### src/rtl/polar8_encoder.sv
module polar8_encoder #(
  parameter int N = 8,
  parameter int K = 4,
  parameter logic [N-1:0] INFO_MASK = 8'b1110_1000
) (
  input  logic         clk,
  input  logic         rst,
  input  logic         msg_valid,
  output logic         msg_ready,
  input  logic [K-1:0] msg_data,
  output logic         cw_valid,
  input  logic         cw_ready,
  output logic [N-1:0] cw_data
);
  localparam int LG = $clog2(N);

  function automatic int rank_of(input int pos);
    int c;
    c = 0;
    for (int b = 0; b < pos; b++) if (INFO_MASK[b]) c++;
    return c;
  endfunction

  function automatic int bitrev(input int v);
    int r;
    r = 0;
    for (int b = 0; b < LG; b++) if (((v >> b) & 1) == 1) r |= 1 << (LG - 1 - b);
    return r;
  endfunction

  logic [LG:0][N-1:0] stg;
  logic [N-1:0] cw_next;
  logic accept;

  assign msg_ready = !cw_valid || cw_ready;
  assign accept = msg_valid && msg_ready;

  for (genvar i = 0; i < N; i++) begin : g_place
    if (INFO_MASK[i]) begin : g_info
      assign stg[0][i] = msg_data[rank_of(i)];
    end else begin : g_frozen
      assign stg[0][i] = 1'b0;
    end
  end

  for (genvar s = 0; s < LG; s++) begin : g_stage
    for (genvar i = 0; i < N; i++) begin : g_cell
      if (((i >> s) & 1) == 0) begin : g_lo
        assign stg[s+1][i] = stg[s][i] ^ stg[s][i + (1 << s)];
      end else begin : g_hi
        assign stg[s+1][i] = stg[s][i];
      end
    end
  end

  for (genvar k = 0; k < N; k++) begin : g_rev
    assign cw_next[k] = stg[LG][bitrev(k)];
  end

  always_ff @(posedge clk) begin
    if (rst) begin
      cw_valid <= 1'b0;
      cw_data  <= '0;
    end else if (accept) begin
      cw_valid <= 1'b1;
      cw_data  <= cw_next;
    end else if (cw_ready) begin
      cw_valid <= 1'b0;
    end
  end

  a_r1_reset_idle: assert property (@(posedge clk) rst |=> !cw_valid);

  a_r7_hold: assert property (@(posedge clk) disable iff (rst)
    cw_valid && !cw_ready |=> cw_valid && $stable(cw_data));

  a_r7_no_ready: assert property (@(posedge clk) disable iff (rst)
    cw_valid && !cw_ready |-> !msg_ready);

  a_r6_load: assert property (@(posedge clk) disable iff (rst)
    msg_valid && msg_ready |=> cw_valid && cw_data[N-1] == $past(msg_data[K-1]));

  if (N == 8 && INFO_MASK == 8'b1110_1000) begin : g_weight
    a_r5_weight: assert property (@(posedge clk) disable iff (rst)
      cw_valid |-> ($countones(cw_data) == 0 || $countones(cw_data) == 4
                    || $countones(cw_data) == 8));
  end
endmodule

### config.mk
export PLATFORM = sky130hd
export DESIGN_NAME = polar8_encoder
export DESIGN_NICKNAME = d
export VERILOG_FILES = /design/src/rtl/polar8_encoder.sv
export SDC_FILE = /design/constraint.sdc
export NUM_CORES = 1
export LEC_CHECK = 0
export BUFFER_PORTS_ARGS = -buffer_cell sky130_fd_sc_hd__buf_2
export CAP_MARGIN = 30
export CORE_AREA = 2 2 39 41
export CTS_BUF_LIST = sky130_fd_sc_hd__clkbuf_8
export DETAILED_ROUTE_END_ITERATION = 10
export DIE_AREA = 0 0 41 43
export SLEW_MARGIN = 5
export SYNTH_ARGS = -nofsm -noshare
export SYNTH_HDL_FRONTEND = slang
export SYNTH_SLANG_ARGS = --single-unit
### constraint.sdc
create_clock -name clk -period 1.2 [get_ports clk]
set_input_delay 0.06 -clock clk [delete_from_list [all_inputs] [get_ports clk]]
set_output_delay 0.06 -clock clk [all_outputs]
set_load 0.02 [all_outputs]
; Yosys cells after proc, flatten, opt, wreduce, memory -nomap -nowiden
; Index checks and enable logic that the tools add are counted.
[totals]
regBits = 9
inputBits = 8
out_inout_bits = 10
wordCells = 15
[op_classes]
muxes = 2
bitwise = 7
reduce_logical = 4
[op_table]
columns = operator, count
row1 = $xor 1x1->1, 7
row2 = $mux 1, 2
row3 = $reduce_bool 2->1, 1
row4 = $logic_and 1x1->1, 1
row5 = $logic_not 1->1, 1
row6 = $logic_or 1x1->1, 1

; Depth between registers and ports, before layout
; Gate-level depths: netlist of run 1.
[depth]
depth_word = 4
depth_mapped = 4
ltp_nobuf = 4

; Worst setup path after synthesis of run 1
; Ideal clock, no wire load.
[synth_path]
kind = reg2reg
from = reg cw_valid
to = reg cw_data[0]
setup_time_ns = 0.131
t_arrival_ns = 1.137
required_ns = 1.069
slack_ns = -0.069
stages_incl_launch_ff = 5
path_buffers = 0
synth_period_minus_slack_ns = 1.269
path_cell_list = dfxtp_1 nor2b_1 inv_2 a21oi_1 a211oi_2
[synth_between]
elab_chain_len = 3
[synth_lines]
columns = item, line_no
row1 = from (decl), 11  ; output logic cw_valid,
row2 = from (signal assigned), 62  ; cw_valid <= 1'b0;
row3 = from (signal assigned), 65  ; cw_valid <= 1'b1;
row4 = from (signal assigned), 68  ; cw_valid <= 1'b0;
row5 = $logic_not 1->1, 35  ; assign msg_ready = !cw_valid || cw_ready;
row6 = $logic_or 1x1->1, 35
row7 = net msg_ready, 9  ; output logic msg_ready,
row8 = $logic_and 1x1->1, 36  ; assign accept = msg_valid && msg_ready;
row9 = to (signal assigned), 66  ; cw_data <= cw_next;
row10 = to (decl), 13  ; output logic [N-1:0] cw_data
; The timed path passes the listed nets, and every way through them passes these cells.
; A chain may end at the register's enable or synchronous reset.

; Worst setup path after layout of run 1
[layout_path]
from = reg cw_valid
to = out msg_ready
[layout_between]
elab_chain_len = 2
[layout_lines]
columns = item, line_no
row1 = $logic_not 1->1, 35
row2 = $logic_or 1x1->1, 35
row3 = to (decl), 9
; No other way between the ends.

==> results of run 1 <==
## worst reg2reg max path, stage by stage (launching register included)
cell      delay (ns)
dfxtp_1         0.32
nor2b_4         0.19
inv_2           0.11
a21oi_1         0.18
a211oi_2        0.06
## kinds of logic (layout without fill, tap and decap cells)
kind of cell,count (synthesis),count (layout)
AOI/OAI and AO/OA,17,17
and+or+nand+nor,6,6
buffers and inverters,5,23
DFF,9,9
xor gates and xnor gates,7,7
## layout by cell type (no fill, tap or decap), drive strengths merged
cell type / n
xnor2: 4
a21oi: 9
inv: 3
dfxtp: 9
nor2b: 1
buf: 17
o21ai: 4
nor2: 1
xor3: 3
clkbuf: 3
a211oi: 4
nand3: 4
## area by class of cell
type | count | area, um^2
tap | 16 | 20.02
fill | 142 | 793.3
timing repair buffer | 17 | 85.08
sequential | 9 | 180.2
multi-input combinational | 30 | 252.7
clock inverter | 1 | 3.754
clock buffer | 3 | 41.29
inverter | 2 | 7.507
## worst min-delay path by stage
stage | slack [ns] | cells past startpoint | from | endpoint
6_report | 0.13 | 2 | rst | cw_data[7]
5_1_grt | 0.13 | 2 | rst | cw_data[7]
4_1_cts | 0.12 | 2 | rst | cw_data[7]
3_5_place_dp | 0.36 | 2 | rst | cw_data[0]
3_3_place_gp | 0.35 | 2 | rst | cw_data[0]
2_1_floorplan | 0.26 | 2 | msg_data[2] | cw_data[3]
## stage by stage
| stage | setup WS, ns | utilization, % | cells | cell area [um^2] | total power [uW] |
|---|---|---|---|---|---|
| floorplan | 0.02697 | - | 44 | 454.2 | 481.0 |
| global placement | 0.1079 | 39.06 | 74 | 540.5 | 530.6 |
| detailed placement | 0.06732 | 39.06 | 74 | 540.5 | 532.5 |
| CTS | 0.03816 | 42.31 | 78 | 585.6 | 875.1 |
| global route | 0.06706 | 42.68 | 78 | 590.6 | 911.4 |
| finish | 0.1246 | 42.68 | 78 | 590.6 | 863.2 |
## report_power, final
group	switching [uW]	internal (uW)	total, uW
logic	101	90.8	192
clock network	114	222	336
registers	9.96	325	335
total	225	638	863
## sequential cells by signal, summed over array words and instances (netlist names)
register / cells
cw_valid: 1
cw_data: 8
## repair_timing
action / in CTS / in global routing
gates resized for setup: 0 / 1
endpoints found under the setup margin: 0 / 1
buffers inserted: 0 / 0
## layer usage
layer / part of all wire (%) / routed length [um]
met3: 7.7 / 65
met2: 51 / 433
met4: 0 / 0
met5: 0 / 0
met1: 41 / 349
==> summary.md, run 1 <==
| Metric | Value |
|---|---|
| Status | `finished, final reports clean` |
| Clock sink count | `9` |
| Ports | `18` |
| WL per Instance | `10.86 um` |
| LEAKAGE | `0.0002755 uW` |
| Critical Path Stages | `3` |
| Vias | `373` |
| Post-Synth Simple-Gate Area | `6.648%` |
| YS warnings | `0` |
| Largest net degree at the start of global routing | `11` |
| Pins Over Slew Limit | `0` |
| GRT met1 Usage | `13.44%` |
| H-tree Lvls | `1` |
| Post-CTS Hold Buffers | `0` |
| Area grow syn2layout | `30.75%` |
| Synth top area cells | `dfxtp_1, xor3_4, a21oi_1` |
| R2r endpoint | `cw_data[0]` |
| Clock buffer count from CTS | `3` |
| Clock Path Buffers | `2` |
| Peak VDD IR | `0.0006464 V` |
| Top post-synthesis cells by count | `a21oi_1, dfxtp_1, nand3_1, o21ai_0, xnor2_1` |
| Maxcap violations | `0` |
| Crit path max-delay cell type | `dfxtp_1` |
| GRT overflow | `0` |
| Reg-to-reg startpoint | `cw_valid` |
| Synthesized instance count | `44` |
| Fin nets | `71` |
| Crit Path Category | `flop to output pin` |
| Yosys top cell by area | `dfxtp_1` |
| F_max | `929.9 MHz` |
| Worst setup EP type | `output pin` |
| Top cell type's share of synthesized area | `39.89%` |
| Port-buffer cells | `17` |
| Met2 global-route usage | `18.44%` |
| Cell family with most CP delay | `flip-flops` |
| Layout Skew | `0.002772 ns` |
| DP Wirelength | `669.2 um` |
| Hold Slack | `0.1274 ns` |
| Initial Util | `32.64%` |
| CP required | `1.14 ns` |
| Die Y | `43 um` |
| Antenna violations before repair | `0` |
| Synth Area in Compound Gates | `22.16%` |
| #FFs+latches synth | `9` |
| # setup viols final | `0` |
| Gr busiest metal | `met2` |
| Layout cells sized above 1 | `41.94%` |
| Crit path buf inv count | `2` |
| XOR/XNOR share of the synthesized area | `25.48%` |
| Startpoint types | `flop` |
| Vias in the first global route | `333` |
| Fin crit period | `1.075 ns` |
| Root Buffer | `clkbuf_8` |
| Clock slew at reported path FFs | `0.05 ns` |
| DR iter-0 viols | `9` |
| Setup_tns | `0 ns` |
| GRT met3 Usage | `7.853%` |
| Mapped Area | `451.7 um^2` |
| Reg2Reg Depth | `4` |
| Core area | `0.001384 mm^2` |
| Syn nets | `52` |
| Multiplexer share of the synthesized area | `0%` |
| RSZ-0062 raised after global routing | `no` |
| Slew headroom | `76.96%` |
| Worst setup path end | `msg_ready` |
| Total wire length | `847 um` |
| Largest stage delay on the critical path | `0.32 ns` |
| Adder-cell area share of the yosys netlist | `0%` |
| Routed Antenna Nets | `0` |
| DRC Markers | `0` |
| First-pass GRT wire length | `1359 um` |
| Critical path startpoint | `cw_valid` |
| FP Rows | `14` |
| Die area | `0.001763 mm^2` |
| Number of flops mapped to enable cells by yosys | `0` |
| Endpoints failing hold | `0` |
| Cell Pwr Density | `1462 mW/mm^2` |
| Global Route Usage Sum | `11.92%` |
| Clock Latency Late Sink | `0.23 ns` |
| Cell Chain, Critical Path | `nor2b_4 -> inv_2 -> buf_2` |
| Number of iterations in the first detailed-routing pass | `3` |
| Post-synth top flop | `dfxtp_1` |
| Sequential area share after synthesis | `39.89%` |
| Combinational family with the most area after synthesis | `XOR/XNOR gates` |
| Chip width | `41 um` |
| Worst EP arrival | `1.02 ns` |
| CTS tree | `built` |
| Worst Max-Slew Pin Slew | `0.3443 ns` |
| HP Class | `input port to flop` |
| Diode count | `0` |
| FFs w/ async S/R, synth | `0%` |
| Average size of a mapped cell | `10.27 um^2` |
| Tcrit/Tclk final | `89.62%` |
| Netlist cell types | `16` |
| R2R setup slack | `0.21 ns` |
| GPL Wtd Cong | `0.7151` |
| Crit path max fanout | `10` |
| Via density | `4.782` |
(Power assumes the default switching activity.)
==> run 2: changes to the inputs <==
--- a/config.mk
+++ b/config.mk
@@ -11,7 +11,7 @@
 export CTS_BUF_LIST = sky130_fd_sc_hd__clkbuf_8
 export DETAILED_ROUTE_END_ITERATION = 10
 export DIE_AREA = 0 0 41 43
-export SLEW_MARGIN = 5
+export RECOVER_POWER = 50
 export SYNTH_ARGS = -nofsm -noshare
 export SYNTH_HDL_FRONTEND = slang
 export SYNTH_SLANG_ARGS = --single-unit
==> summary.md, run 2 (synthesis gave the netlist of run 1 again) <==
| Metric | Value |
|---|---|
| Hold Slack | `0.1304 ns (+0.002906 ns)` |
| Area grow syn2layout | `28.25%` |
| Antenna violations before repair | `0 (unchanged)` |
| Initial Util | `32.64% (unchanged)` |
| Clock slew at reported path FFs | `0.04 ns (about the same)` |
| HP Class | `input port to flop` |
| Tcrit/Tclk final | `90.01% (+0.39 points)` |
| # Post-CTS Setup Buffers | `0 (unchanged)` |
| First-pass GRT wire length | `1359 um (unchanged)` |
| Place WS | `0.06732 ns (unchanged)` |
| Worst EP arrival | `1.02 ns (about the same)` |
| Clock buffer count from CTS | `3 (unchanged)` |
| Largest Register | `cw_data` |
| Crit Path Category | `flop to output pin` |
| Post-CTS Hold Buffers | `0 (unchanged)` |
| LEAKAGE | `0.0002414 uW (-12%)` |
| Final instance area | `579.3 um^2 (-1.9%)` |
| Port-buffer cells | `17 (unchanged)` |
| Clock Latency Late Sink | `0.23 ns (about the same)` |
| Root Buffer | `clkbuf_8` |
| F_max | `925.8 MHz (-0.44%)` |
| WL per Instance | `10.97 um (+1.1%)` |
| Die Y | `43 um (unchanged)` |
| GPL Wtd Cong | `0.7151 (unchanged)` |
| Crit path max-delay cell type | `dfxtp_1` |
| Fin crit period | `1.080 ns (+0.004709 ns)` |
| Layout cells sized above 1 | `27.42% (-15 points)` |
| Number of iterations in the first detailed-routing pass | `3 (unchanged)` |
| Slew headroom | `76.96% (about the same)` |
| Layout Skew | `0.002465 ns (-0.0003070 ns)` |
| RSZ-0062 raised after global routing | `no` |
| Maxcap violations | `0 (unchanged)` |
| Ports | `18 (unchanged)` |
| FP Rows | `14 (unchanged)` |
| Crit path max fanout | `10 (unchanged)` |
| Biggest regs | `cw_data (8), cw_valid (1)` |
| Pins Over Slew Limit | `0 (unchanged)` |
| Die area | `0.001763 mm^2 (unchanged)` |
| Max FFs per register | `8 (unchanged)` |
| Worst setup EP type | `output pin` |
| CTS tree | `built` |
| DP Wirelength | `669.2 um (unchanged)` |
| Post-CTS sizing | `0 (unchanged)` |
| Via density | `4.833 (+1.1%)` |
| Fillers | `149 (+4.9%)` |
| GRT overflow | `0 (unchanged)` |
| Multi-input logic area | `252.7 um^2 (unchanged)` |
| Clock sink count | `9 (unchanged)` |
| Fin nets | `71 (unchanged)` |
| Diode count | `0 (unchanged)` |
| Clock Path Buffers | `2 (unchanged)` |
| FF/Latch Area | `180.2 um^2 (unchanged)` |
| Vias in the first global route | `333 (unchanged)` |
| Worst Max-Slew Pin Slew | `0.3443 ns (-0.000006914 ns)` |
| Global Route Usage Sum | `11.92% (unchanged)` |
| Setup_tns | `0 ns (unchanged)` |
| Routed Antenna Nets | `0 (unchanged)` |
| Vias | `377 (+1.1%)` |
| Cell Pwr Density | `1481 mW/mm^2 (+1.3%)` |
| Endpoints failing hold | `0 (unchanged)` |
| H-tree Lvls | `1 (unchanged)` |
| Most frequent cells in the layout | `a21oi_1, dfxtp_1, clkbuf_1` |
| DRC Markers | `0 (unchanged)` |
| Placed inst area | `540.5 um^2 (unchanged)` |
| Design Power | `858.0 uW (-0.61%)` |
| Largest net degree at the start of global routing | `11 (unchanged)` |
| Total wire length | `856 um (+1.1%)` |
| CP required | `1.14 ns (about the same)` |
| Peak VDD IR | `0.0006789 V (+5.0%)` |
| Status | `finished, final reports clean` |
| Final setup margin | `0.1199 ns (-0.004709 ns)` |
| Core area | `0.001384 mm^2 (unchanged)` |
| # setup viols final | `0 (unchanged)` |
| DR iter-0 viols | `9 (unchanged)` |
| Startpoint types | `flop` |
| Chip width | `41 um (unchanged)` |
| Cell Chain, Critical Path | `nor2b_4 -> inv_2 -> buf_2` |
| Largest stage delay on the critical path | `0.32 ns (about the same)` |
[run 2: cell types whose count changed in the layout (fill, tap and decap cells not counted)]
cell / previous run / this run
buf_2: 17 / 8
clkbuf_1: 0 / 9
[run 2: area by class of cell]
type | instances | area share [%]
clock buffer | 3 | 7.127
clock inverter | 1 | 0.6479
inverter | 2 | 1.296
multi-input combinational | 30 | 43.63
sequential | 9 | 31.10
tap | 16 | 3.456
timing repair buffer | 17 | 12.74
[run 2: per-stage QoR]
stage | utilization, % | instances
after floorplan | - | 44
after global placement | 39.06 | 74
after detailed placement | 39.06 | 74
after CTS | 42.31 | 78
after global routing | 41.86 | 78
final | 41.86 | 78
[run 2: power breakdown]
group / switching, uW / internal [uW] / total, uW
combinational: 101 / 84.0 / 185
sequential: 10.8 / 325 / 336
clock: 114 / 222 / 337
[run 2: worst max-delay path: cells and delay by family, from the launching register on]
family                 cells  cell delay (ns)
buffers and inverters      2             0.28
flip-flops                 1             0.32
AND/OR/NAND/NOR            1             0.20
[run 2: path summary, 6_finish.rpt]
path | start | end | slack, ns | cells after the start
min reg2reg | cw_data[1] | cw_data[1] | 0.48 | 2
max | cw_valid | msg_ready | 0.12 | 3
min | rst | cw_data[0] | 0.13 | 2
max reg2reg | cw_valid | cw_data[0] | 0.20 | 4
[run 2: routing by layer]
| layer | vias up | GRT usage (%) | share of wire [%] |
|---|---|---|---|
| met1 | 172 | 13.44 | 42 |
| met4 | 0 | 2.000 | 0 |
| li1 | 193 | - | - |
| met2 | 12 | 18.44 | 50 |
| met3 | 0 | 7.853 | 7.8 |
| met5 | - | 0 | 0 |
